<file path="src/rtl/pskip_pkg.sv">
package pskip_pkg;

  // Decision that is applied at a period boundary
  typedef struct packed {
    logic valid;  // at least one sample has been compared
    logic skip;   // suppress the coming pulse
  } dec_t;

  // Fold a fresh comparison into the held decision
  function automatic dec_t resolve_dec(input dec_t held, input logic fresh,
                                       input logic at_or_above);
    dec_t r;
    r = held;
    if (fresh) begin
      r.valid = 1'b1;
      r.skip  = at_or_above;
    end
    return r;
  endfunction

endpackage

</file>
<file path="src/rtl/pskip_timebase.sv">
module pskip_timebase #(
  parameter int CNT_W = 16
) (
  input  logic             clk_i,
  input  logic             rst_ni,
  input  logic [CNT_W-1:0] period_i,
  output logic [CNT_W-1:0] cnt_o,
  output logic [CNT_W-1:0] per_o,
  output logic             pmatch_o
);

  logic             live_q;
  logic [CNT_W-1:0] cnt_q;
  logic [CNT_W-1:0] per_q;

  assign pmatch_o = live_q && (cnt_q == per_q);
  assign cnt_o    = cnt_q;
  assign per_o    = per_q;

  always_ff @(posedge clk_i or negedge rst_ni) begin
    if (!rst_ni) begin
      live_q <= 1'b0;
      cnt_q  <= '0;
      per_q  <= '0;
    end else begin
      live_q <= 1'b1;
      if (pmatch_o) begin
        cnt_q <= '0;
        per_q <= period_i;
      end else if (live_q) begin
        cnt_q <= cnt_q + 1'b1;
      end
    end
  end


  wrap_after_match_chk: assert property (@(posedge clk_i) disable iff (!rst_ni)
    pmatch_o |=> (cnt_q == '0));


  cnt_in_range_chk: assert property (@(posedge clk_i) disable iff (!rst_ni)
    live_q |-> (cnt_q <= per_q));

endmodule

</file>
<file path="src/rtl/pskip_conv_sched.sv">
module pskip_conv_sched #(
  parameter int DEC_W = 4
) (
  input  logic             clk_i,
  input  logic             rst_ni,
  input  logic             pmatch_i,
  input  logic [DEC_W-1:0] decim_i,
  output logic             start_o
);

  logic [DEC_W-1:0] left_q;

  assign start_o = pmatch_i && (left_q == '0);

  always_ff @(posedge clk_i or negedge rst_ni) begin
    if (!rst_ni) begin
      left_q <= '0;
    end else if (pmatch_i) begin
      left_q <= (left_q == '0) ? decim_i : left_q - 1'b1;
    end
  end


  no_start_between_chk: assert property (@(posedge clk_i) disable iff (!rst_ni)
    (!pmatch_i) |=> $stable(left_q));

endmodule

</file>
<file path="src/rtl/pskip_decide.sv">
module pskip_decide
  import pskip_pkg::*;
#(
  parameter int SMP_W = 8
) (
  input  logic             clk_i,
  input  logic             rst_ni,
  input  logic             pmatch_i,
  input  logic [SMP_W-1:0] setpt_i,
  input  logic [SMP_W-1:0] adc_data_i,
  input  logic             adc_done_i,
  output dec_t             dec_o,
  output logic             fresh_o,
  output logic [SMP_W-1:0] smp_o
);

  logic [SMP_W-1:0] smp_q;
  logic             fresh_q;
  dec_t             dec_q;

  function automatic logic reached(input logic [SMP_W-1:0] s,
                                   input logic [SMP_W-1:0] t);
    return s >= t;
  endfunction

  assign dec_o   = resolve_dec(dec_q, fresh_q, reached(smp_q, setpt_i));
  assign fresh_o = fresh_q;
  assign smp_o   = smp_q;

  always_ff @(posedge clk_i or negedge rst_ni) begin
    if (!rst_ni) begin
      smp_q   <= '0;
      fresh_q <= 1'b0;
      dec_q   <= '0;
    end else begin
      if (adc_done_i) smp_q <= adc_data_i;
      if (adc_done_i)    fresh_q <= 1'b1;
      else if (pmatch_i) fresh_q <= 1'b0;
      if (pmatch_i) dec_q <= dec_o;
    end
  end


  hold_without_sample_chk: assert property (@(posedge clk_i) disable iff (!rst_ni)
    (pmatch_i && !fresh_q) |=> $stable(dec_q));


  valid_sticky_chk: assert property (@(posedge clk_i) disable iff (!rst_ni)
    dec_q.valid |=> dec_q.valid);

endmodule

</file>
<file path="src/rtl/pskip_gate.sv">
module pskip_gate
  import pskip_pkg::*;
#(
  parameter int CNT_W = 16
) (
  input  logic             clk_i,
  input  logic             rst_ni,
  input  logic             pmatch_i,
  input  logic [CNT_W-1:0] cnt_i,
  input  dec_t             dec_i,
  input  logic [CNT_W-1:0] duty_i,
  output logic             gate_o
);

  logic [CNT_W-1:0] duty_q;

  function automatic logic level_at(input logic [CNT_W-1:0] c,
                                    input logic [CNT_W-1:0] d);
    return c < d;
  endfunction

  assign gate_o = level_at(cnt_i, duty_q);

  always_ff @(posedge clk_i or negedge rst_ni) begin
    if (!rst_ni) begin
      duty_q <= '0;
    end else if (pmatch_i) begin
      duty_q <= (dec_i.valid && !dec_i.skip) ? duty_i : '0;
    end
  end


  duty_only_at_boundary_chk: assert property (@(posedge clk_i) disable iff (!rst_ni)
    (!pmatch_i) |=> $stable(duty_q));


  gate_rises_at_start_chk: assert property (@(posedge clk_i) disable iff (!rst_ni)
    $rose(gate_o) |-> (cnt_i == '0));

endmodule

</file>
<file path="src/rtl/pskip_pwm_reg.sv">
module pskip_pwm_reg
  import pskip_pkg::*;
#(
  parameter int CNT_W = 16,
  parameter int SMP_W = 8,
  parameter int DEC_W = 4
) (
  input  logic             clk_i,
  input  logic             rst_ni,
  input  logic [CNT_W-1:0] period_i,
  input  logic [CNT_W-1:0] duty_i,
  input  logic [SMP_W-1:0] setpt_i,
  input  logic [DEC_W-1:0] decim_i,
  input  logic [SMP_W-1:0] adc_data_i,
  input  logic             adc_done_i,
  output logic             adc_start_o,
  output logic             gate_o
);

  logic [CNT_W-1:0] cnt_w;
  logic [CNT_W-1:0] per_w;
  logic             pmatch_w;
  dec_t             dec_w;
  logic             fresh_w;
  logic [SMP_W-1:0] smp_w;

  pskip_timebase #(.CNT_W(CNT_W)) u_timebase (
    .clk_i   (clk_i),
    .rst_ni  (rst_ni),
    .period_i(period_i),
    .cnt_o   (cnt_w),
    .per_o   (per_w),
    .pmatch_o(pmatch_w)
  );

  pskip_conv_sched #(.DEC_W(DEC_W)) u_sched (
    .clk_i   (clk_i),
    .rst_ni  (rst_ni),
    .pmatch_i(pmatch_w),
    .decim_i (decim_i),
    .start_o (adc_start_o)
  );

  pskip_decide #(.SMP_W(SMP_W)) u_decide (
    .clk_i     (clk_i),
    .rst_ni    (rst_ni),
    .pmatch_i  (pmatch_w),
    .setpt_i   (setpt_i),
    .adc_data_i(adc_data_i),
    .adc_done_i(adc_done_i),
    .dec_o     (dec_w),
    .fresh_o   (fresh_w),
    .smp_o     (smp_w)
  );

  pskip_gate #(.CNT_W(CNT_W)) u_gate (
    .clk_i   (clk_i),
    .rst_ni  (rst_ni),
    .pmatch_i(pmatch_w),
    .cnt_i   (cnt_w),
    .dec_i   (dec_w),
    .duty_i  (duty_i),
    .gate_o  (gate_o)
  );


  start_on_boundary_chk: assert property (@(posedge clk_i) disable iff (!rst_ni)
    adc_start_o |-> (cnt_w == per_w));


  skip_after_high_sample_chk: assert property (@(posedge clk_i) disable iff (!rst_ni)
    (pmatch_w && fresh_w && (smp_w >= setpt_i)) |=> !gate_o);


  quiet_in_reset_chk: assert property (@(posedge clk_i)
    (!rst_ni) |-> (!gate_o && !adc_start_o));

endmodule

</file>
<file path="config.mk">
export PLATFORM = sky130hd
export DESIGN_NAME = pskip_pwm_reg
export DESIGN_NICKNAME = d
export VERILOG_FILES = /design/src/rtl/pskip_pkg.sv /design/src/rtl/pskip_timebase.sv /design/src/rtl/pskip_conv_sched.sv /design/src/rtl/pskip_decide.sv /design/src/rtl/pskip_gate.sv /design/src/rtl/pskip_pwm_reg.sv
export SDC_FILE = /design/constraint.sdc
export NUM_CORES = 1
export LEC_CHECK = 0
export ABC_CLOCK_PERIOD_IN_PS = 3250
export BUFFER_PORTS_ARGS = -buffer_cell sky130_fd_sc_hd__buf_2
export CORE_ASPECT_RATIO = 1.1
export CORE_UTILIZATION = 37
export DETAILED_ROUTE_END_ITERATION = 10
export SKIP_CTS_REPAIR_TIMING = 1
export SLEW_MARGIN = 10
export SYNTH_ARGS = -nofsm -noshare
export SYNTH_HDL_FRONTEND = slang
export SYNTH_SLANG_ARGS = --single-unit
</file>
<file path="constraint.sdc">
create_clock -name clk_i -period 3.25 [get_ports clk_i]
set_clock_uncertainty 0.05 [all_clocks]
set_input_delay 0.4875 -clock clk_i [delete_from_list [all_inputs] [get_ports clk_i]]
set_output_delay 0.4875 -clock clk_i [all_outputs]
set_load 0.01 [all_outputs]
</file>
Word-level counts from Yosys, hierarchy flattened --
Index checks and enable logic that the tools add are counted. W data, S select, Z words.
Word-level totals: register bits after elaboration 64, bits in latches 0, RAM bits 0, bits in read-only memories 0, logic and storage cells 28, memories kept 0
Operators by class: $add $sub $neg 2, multipliers 0, divide/modulo/power cells 0, $lt $le $gt $ge 2, equal/unequal tests 1, shifts and indexed selects 0, muxes and demuxes 7, bitwise operators 0, reduce and logical (&&, ||, !) cells 7
Operators by type and width (count):
- $mux W16 | 3
- $add A16 B1 Y16 const B | 1
- $eq A16 B16 Y1 | 1
- $lt A16 B16 Y1 | 1
- $ge A8 B8 Y1 | 1
- $logic_not A4 Y1 | 1
- $mux W4 | 1
- $reduce_bool A2 Y1 | 2
- $sub A4 B1 Y4 const B | 1
- $logic_and A1 B1 Y1 | 3
- $mux W1 | 2
- $mux W2 | 1
- $logic_not A1 Y1 | 1

Depth between registers and ports, before layout --
Gate-level depths: netlist of the first run.
depth after elaboration 5, depth in mapped cells 8, depth with buffers taken out 7

Modules after synthesis --
A second synthesis of the first run with hierarchy kept.
Unflattened totals: cells, all modules 326, area, all modules 3429.5 um2
By module, submodules not included:
- pskip_timebase | times used 1, cells each 137, area an instance 1586.5 um2
- pskip_gate | times used 1, cells each 105, area an instance 940.9 um2
- pskip_decide | times used 1, cells each 59, area an instance 644.4 um2
- pskip_conv_sched | times used 1, cells each 25, area an instance 257.7 um2

Worst setup path after synthesis of the first run --
Ideal clock, no wire load.
kind register -> output, start register u_timebase.cnt_q[5], in the netlist u_timebase.cnt_o[5], end output port adc_start_o, arrival time 1.960 ns, slack 0.752 ns, cell stages (with the launch flop) 7, path buffers 1, cells stage by stage dfrtp_1 -> xnor2_4 -> or4b_4 -> nor4_4 -> buf_4 -> nand2_1 -> nor3_1
On the way: cells in the longest elaborated chain, start to end 3
RTL lines:
- start, declared | RTL line pskip_timebase.sv:13 | logic [CNT_W-1:0] cnt_q;
- start signal, assigned | RTL line pskip_timebase.sv:31 | cnt_q <= cnt_q + 1'b1;
- $eq A16 B16 Y1 | RTL line pskip_timebase.sv:16 | assign pmatch_o = live_q && (cnt_q == per_q);
- $logic_and A1 B1 Y1 | RTL line pskip_timebase.sv:16
- $logic_and A1 B1 Y1 | RTL line pskip_conv_sched.sv:13 | assign start_o = pmatch_i && (left_q == '0);
- end, declared | RTL line pskip_pwm_reg.sv:16 | output logic adc_start_o,
Every way passes these cells.

Worst setup path after layout of the first run --
Same ends and word-level chain as after synthesis.

==> results of run 1 <==
[power breakdown]
part	internal, mW	switching [mW]	leakage, nW
clock	0.353	0.332	0.0916
sequential	0.942	0.133	0.790
combinational	0.285	0.305	1.05
[through the flow]
stage | cell area (µm²) | hold slack [ns] | setup slack [ns]
global placement | 3924 | 0.4001 | 0.6734
finish | 4119 | 0.08883 | 0.2976
detailed placement | 3924 | 0.4043 | 0.6500
floorplan | 3516 | 0.1419 | 0.7522
global route | 4119 | 0.1258 | 0.1372
CTS | 4119 | 0.1032 | 0.2573
[cell families (layout without fill, tap and decap cells)]
group / count (synthesis) / in the layout
and+or+nand+nor: 96 / 96
DFF: 64 / 64
AOI/OAI and AO/OA: 50 / 50
buffers and inverters: 40 / 106
xor gates and xnor gates: 30 / 30
adders and majority gates: 25 / 25
muxes: 25 / 25
other: 1 / 1
[worst max path at each step]
stage                                    startpoint          end  slack, ns
finish              u_timebase.cnt_o[5]$_DFFE_PN0P_  adc_start_o       0.30
global route        u_timebase.cnt_o[5]$_DFFE_PN0P_  adc_start_o       0.14
CTS                 u_timebase.cnt_o[5]$_DFFE_PN0P_  adc_start_o       0.26
detailed placement  u_timebase.cnt_o[5]$_DFFE_PN0P_  adc_start_o       0.65
global placement    u_timebase.cnt_o[5]$_DFFE_PN0P_  adc_start_o       0.67
floorplan           u_timebase.cnt_o[5]$_DFFE_PN0P_  adc_start_o       0.75
[registers in the layout (all words and copies together) (netlist names)]
register and cells:
u_gate.duty_q 16, u_timebase.cnt_o 16, u_timebase.per_o 16, u_timebase.live_q 1
u_decide.smp_o 8, u_decide.dec_q 2, u_decide.fresh_o 1, u_sched.left_q 4
[final cells by class]
class | count | area [µm²]
Fill cell | 889 | 4935
Multi-Input combinational cell | 227 | 1737
Sequential cell | 64 | 1602
Timing Repair Buffer | 62 | 337.8
Tap cell | 114 | 142.6
Clock buffer | 9 | 123.9
Inverter | 28 | 105.1
Clock inverter | 7 | 71.32
[layout by cell type (no fill, tap or decap), types with 15 or more instances in the layout]
cell type | Yosys | final
buf_2 | 1 | 56
mux2_2 | 19 | 19
ha_1 | 25 | 25
nor2_1 | 23 | 23
dfrtp_1 | 64 | 64
xnor2_1 | 15 | 15
nand4_1 | 15 | 15
nand2_1 | 16 | 16
inv_1 | 28 | 28
nand3_1 | 17 | 17
[metal layers]
metal,track usage [%],share of wire (%),vias up
li1,-,-,1289
met1,22.97,48,1241
met2,26.16,45,51
met3,3.582,4.5,11
met4,8.442,2.2,0
met5,0,0,-
==> metrics.txt, run 1 <==
status completed; worst slew pin tran approximately 0.60 ns; Critical Path Slowest Stage Cell or4b_4; RePlAce Congestion between 0.8 and 0.9; Max VDD drop 257.6 µV; Synth Area in Adders under 10%; grt total ovfl 0; Relative slew margins approximately three fifths; asr flop ratio synth 100.0%; cell row count 36; Sink Count 64; total global-route track usage 17.19%; Yosys Warn Count 0; final setup fails 0; largest net degree at the start of global routing 45; max-slew violations 0; wire per inst between 10 and 15 µm; Worst setup EP type output pin; Slowest Stage Delay on Critical Path about 0.54 ns; min Tclk post-route 2.952 ns; H-tree Lvls 3; CTS tree built; area share of the largest cell type after synthesis 45.55%; Iter 0 DRT Violations 68; Leakage 1.933 nW; top-count cell post-synth dfrtp_1; I/O Buffers 56; CP Class reg -> out; main combinational cell family by area after synthesis simple AND/OR/NAND/NOR gates; DRC errors left 0; DP Cell Count 495; IO Count 57; Synth Cell Area between 0.003 and 0.004 mm²; global-route wire length before repair 12900 µm; drt total wl 7477 µm; post-synthesis simple-gate area fraction 15.09%; vias in the first global route 2692; worst-case clock buffer depth 2; worst r2r dst u_timebase.per_o[11]$_DFFE_PN0N_; Distinct cells, synth 44; Arr. time, crit path 2.41 ns; total power per unit cell area 570.8 mW/mm²; vias post-DR 2592; Die Y 104.2 µm; root buffer cell clkbuf_8; drt via density 5.072; initial antenna violation count 0; post-layout util 45.49%; TritonRoute pass-1 iters 4; EDFF count, synth 0; Synth Instances 331; cell family with the largest share of critical-path delay simple AND/OR/NAND/NOR gates; Synth Area in XOR/XNOR under 10%; mux share of post-synthesis cell area 7.972%; die width 94.95 µm; CP bufs+invs 1; Mapped Avg Cell Area 10.62 µm²; Pwr Total 2.351 mW; Post-Syn Nets 411; Synth Area in Compound Gates a little under a tenth; Synth area leader dfrtp_1; Worst-Skew Late Latency 0.35 ns; antenna-violating nets left 0; main area contributors after synthesis dfrtp_1 46%, ha_1 8.9%, mux2_2 6.1%; final-report hold violation count 0; area growth from synthesis to layout 17.15%; Max Clock Freq ~340 MHz; Layout Nets 472; Setup TNS 0 ns; worst reg-to-reg setup slack 0.79 ns; Reg clk slew, reported paths ~0.07 ns; ant diodes 0; R2R cell count 6; Final Cycle Share 90.84%; effective utilization at floorplan 38.83%; critical path, cell by cell xnor2_4 > or4b_4 > nor4_4 > nand2_1 > nor3_1 > buf_2; HP Class in -> async; Synth Register Bits 64; Non-Filler Instances 511; main flop type after synthesis dfrtp_1; RSZ-0062 raised after global routing false; layout cells sized above 1 25.94%; Commonest cells post-synth 64 x dfrtp_1, 28 x inv_1, 25 x ha_1; CTS Buf Count 9; CP Depth 6; core area 0.009054 mm²; Detailed Place HPWL 5726 µm; critical path startpoint category flop; Die ar. roughly 0.0099 mm²; top fanout value on the critical path 8; Seq/Total Area, Yosys 45.55%; reg2reg start u_timebase.cnt_o[1]$_DFFE_PN0P_; max cap viols 0; CP Data Required Time 2.71 ns
Note: power is estimated with default switching activity, not from simulation.
==> inputs of run 2 (changes only) <==
--- a/config.mk
+++ b/config.mk
@@ -10,6 +10,7 @@
 export CORE_ASPECT_RATIO = 1.1
 export CORE_UTILIZATION = 37
 export DETAILED_ROUTE_END_ITERATION = 10
+export HOLD_SLACK_MARGIN = 0.05
 export SKIP_CTS_REPAIR_TIMING = 1
 export SLEW_MARGIN = 10
 export SYNTH_ARGS = -nofsm -noshare
==> constraint.sdc (replaced) <==
create_clock -name clk_i -period 3.25 [get_ports clk_i]
set_clock_uncertainty 0.05 [all_clocks]
set_input_delay 0.4875 -clock clk_i [delete_from_list [all_inputs] [get_ports clk_i]]
set_output_delay 0.4875 -clock clk_i [all_outputs]
set_load 0.1 [all_outputs]
==> run 2 against run 1 <==
- sequential power about the same
- register-to-register slack worse by 0.03 ns
- critical endpoint unchanged
- cell count did not move
- utilization up 0.64 points
- sequential share of layout area decreased by 0.54 points
==> metrics.txt, run 2 (synthesis gave the netlist of run 1 again) <==
status completed; root buffer cell clkbuf_8; critical path startpoint category flop; Final Worst Setup Slack 0.2759 ns (-0.02164 ns); Iter 0 DRT Violations 104 (+53%); Die Y 104.2 µm (unchanged); Reg clk slew, reported paths 0.07 ns (about the same); max-slew violations 0 (unchanged); met2 wire len 3562 µm (+5.3%); TritonRoute pass-1 iters 4 (unchanged); drt via density 5.106 (+0.66%); IO Count 57 (unchanged); CTS tree built; M1 WL 3679 µm (+2.4%); min Tclk post-route 2.974 ns (+0.02164 ns); cell row count 36 (unchanged); vias post-DR 2609 (+0.66%); cell family with the largest share of critical-path delay simple AND/OR/NAND/NOR gates; global-route wire length before repair 13320 µm (+3.3%); RSZ-0062 raised after global routing false; antenna-violating nets left 0 (unchanged); ant diodes 0 (unchanged); Detailed Place HPWL 5910 µm (+3.2%); CTS Buf Count 9 (unchanged); area growth from synthesis to layout 18.79%; DRC errors left 0 (unchanged); fillcell total 874 (-1.7%); Leakage 1.962 nW (+1.5%); Max Clock Freq 336.2 MHz (-0.73%); Non-Filler Instances 511 (unchanged); initial antenna violation count 0 (unchanged); total global-route track usage 17.85% (+0.66 points); CP Class reg -> out; core area 0.009054 mm² (unchanged); Sink Count 64 (unchanged); max cap viols 0 (unchanged); Pwr Total 2.441 mW (+3.8%); multi-input logic area 0.001747 mm² (+0.58%); die width 94.95 µm (unchanged); max layer used met4; total power per unit cell area 584.5 mW/mm² (+2.4%); vias in the first global route 2722 (+1.1%); Final Cycle Share 91.51% (+0.67 points); Die ar. 0.009897 mm² (unchanged); Worst setup EP type output pin; I/O Buffers 56 (unchanged); fin area 0.004177 mm² (+1.4%); Max VDD drop 267.5 µV (+3.8%); Critical Path Slowest Stage Cell or4b_4; layout cells sized above 1 26.20% (+0.25 points); critical path, cell by cell xnor2_4 > or4b_4 > nor4_4 > nand2_1 > nor3_2 > buf_12; Slowest Stage Delay on Critical Path 0.54 ns (about the same); DP Cell Count 496 (+0.20%); Layout Nets 473 (+0.21%); HP Class in -> async; WL met3 364 µm (+8.0%); top fanout value on the critical path 8 (unchanged); H-tree Lvls 3 (unchanged); wire per inst 15.13 µm (+3.4%); most frequent cells in the layout 64 x dfrtp_1, 55 x buf_2, 28 x inv_1; final setup fails 0 (unchanged); commonest non-fill, non-tap cell in the layout dfrtp_1; worst slew pin tran 0.5513 ns (-0.05109 ns); effective utilization at floorplan 38.83% (unchanged); placed cell area 0.003956 mm² (+0.83%); Worst-Skew Late Latency 0.35 ns (about the same); worst-case clock buffer depth 2 (unchanged); largest net degree at the start of global routing 45 (unchanged); drt total wl 7733 µm (+3.4%); final-report hold violation count 0 (unchanged); grt total ovfl 0 (unchanged); Relative slew margins 62.96% (+3.1 points); RePlAce Congestion 0.8395 (-0.33%); CP Data Required Time 2.71 ns (about the same); CP bufs+invs 1 (unchanged); Setup TNS 0 ns (unchanged); Arr. time, crit path 2.44 ns (+0.03 ns); FF/Latch Area 0.001602 mm² (unchanged); Place WS 0.6371 ns (-0.01295 ns)
run 2: changes by cell type in the layout (fill, tap and decap cells not counted), moves of 2 or more:
cell        before  now
nor3_2           0    2
nor3_1           4    2
clkbuf_8         9   11
clkinvlp_4       3    0
run 2: final timing paths:
check	slack, ns	endpoint	cells past startpoint	from
worst min-delay path	0.04	u_decide.smp_o[7]$_DFFE_PN0P_	1	rst_ni
worst max-delay path	0.28	adc_start_o	6	u_timebase.cnt_o[5]$_DFFE_PN0P_
min in group clk_i	0.29	u_decide.smp_o[0]$_DFFE_PN0P_	3	adc_data_i[0]
max in group asynchronous	2.42	u_gate.duty_q[10]$_DFFE_PN0N_	2	rst_ni
worst max register to register	0.76	u_timebase.per_o[0]$_DFFE_PN0N_	6	u_timebase.cnt_o[9]$_DFFE_PN0P_
worst min register to register	0.43	u_decide.dec_q[1]$_DFFE_PN0N_	1	u_decide.dec_q[1]$_DFFE_PN0N_
run 2: cell type report:
class	count	share of cell area [%]
Clock buffer	12	3.715
Clock inverter	3	1.558
Inverter	28	2.516
Multi-Input combinational cell	227	41.82
Sequential cell	64	38.35
Tap cell	114	3.415
Timing Repair Buffer	63	8.628
run 2: where the power goes:
| group | leakage, nW | switching, mW | internal [mW] |
|---|---|---|---|
| registers | 0.790 | 0.133 | 0.943 |
| clock network | 0.112 | 0.300 | 0.469 |
| logic | 1.06 | 0.311 | 0.286 |
| total | 1.96 | 0.744 | 1.70 |
run 2: per-stage QoR:
stage          util (%)  hold slack (ns)
2_1_floorplan         -           0.1419
3_3_place_gp      43.70           0.4031
3_5_place_dp      43.70           0.4117
4_1_cts           46.13          0.04393
5_1_grt           46.13          0.06417
6_report          46.13          0.03921
run 2: worst reg2reg max path, delay by kind of cell, from the launching register on:
| family | cells | cell delay (ns) |
|---|---|---|
| XOR/XNOR | 1 | 0.22 |
| buffers and inverters | 1 | 0.23 |
| flip-flops | 1 | 0.46 |
| multiplexers | 1 | 0.39 |
| AND/OR/NAND/NOR | 3 | 1.02 |
run 2: layer usage:
metal / track usage (%) / up-vias
li1: - / 1291
met1: 24.67 / 1259
met2: 26.26 / 53
met3: 4.898 / 6
met5: 0 / -
met4: 7.035 / 0
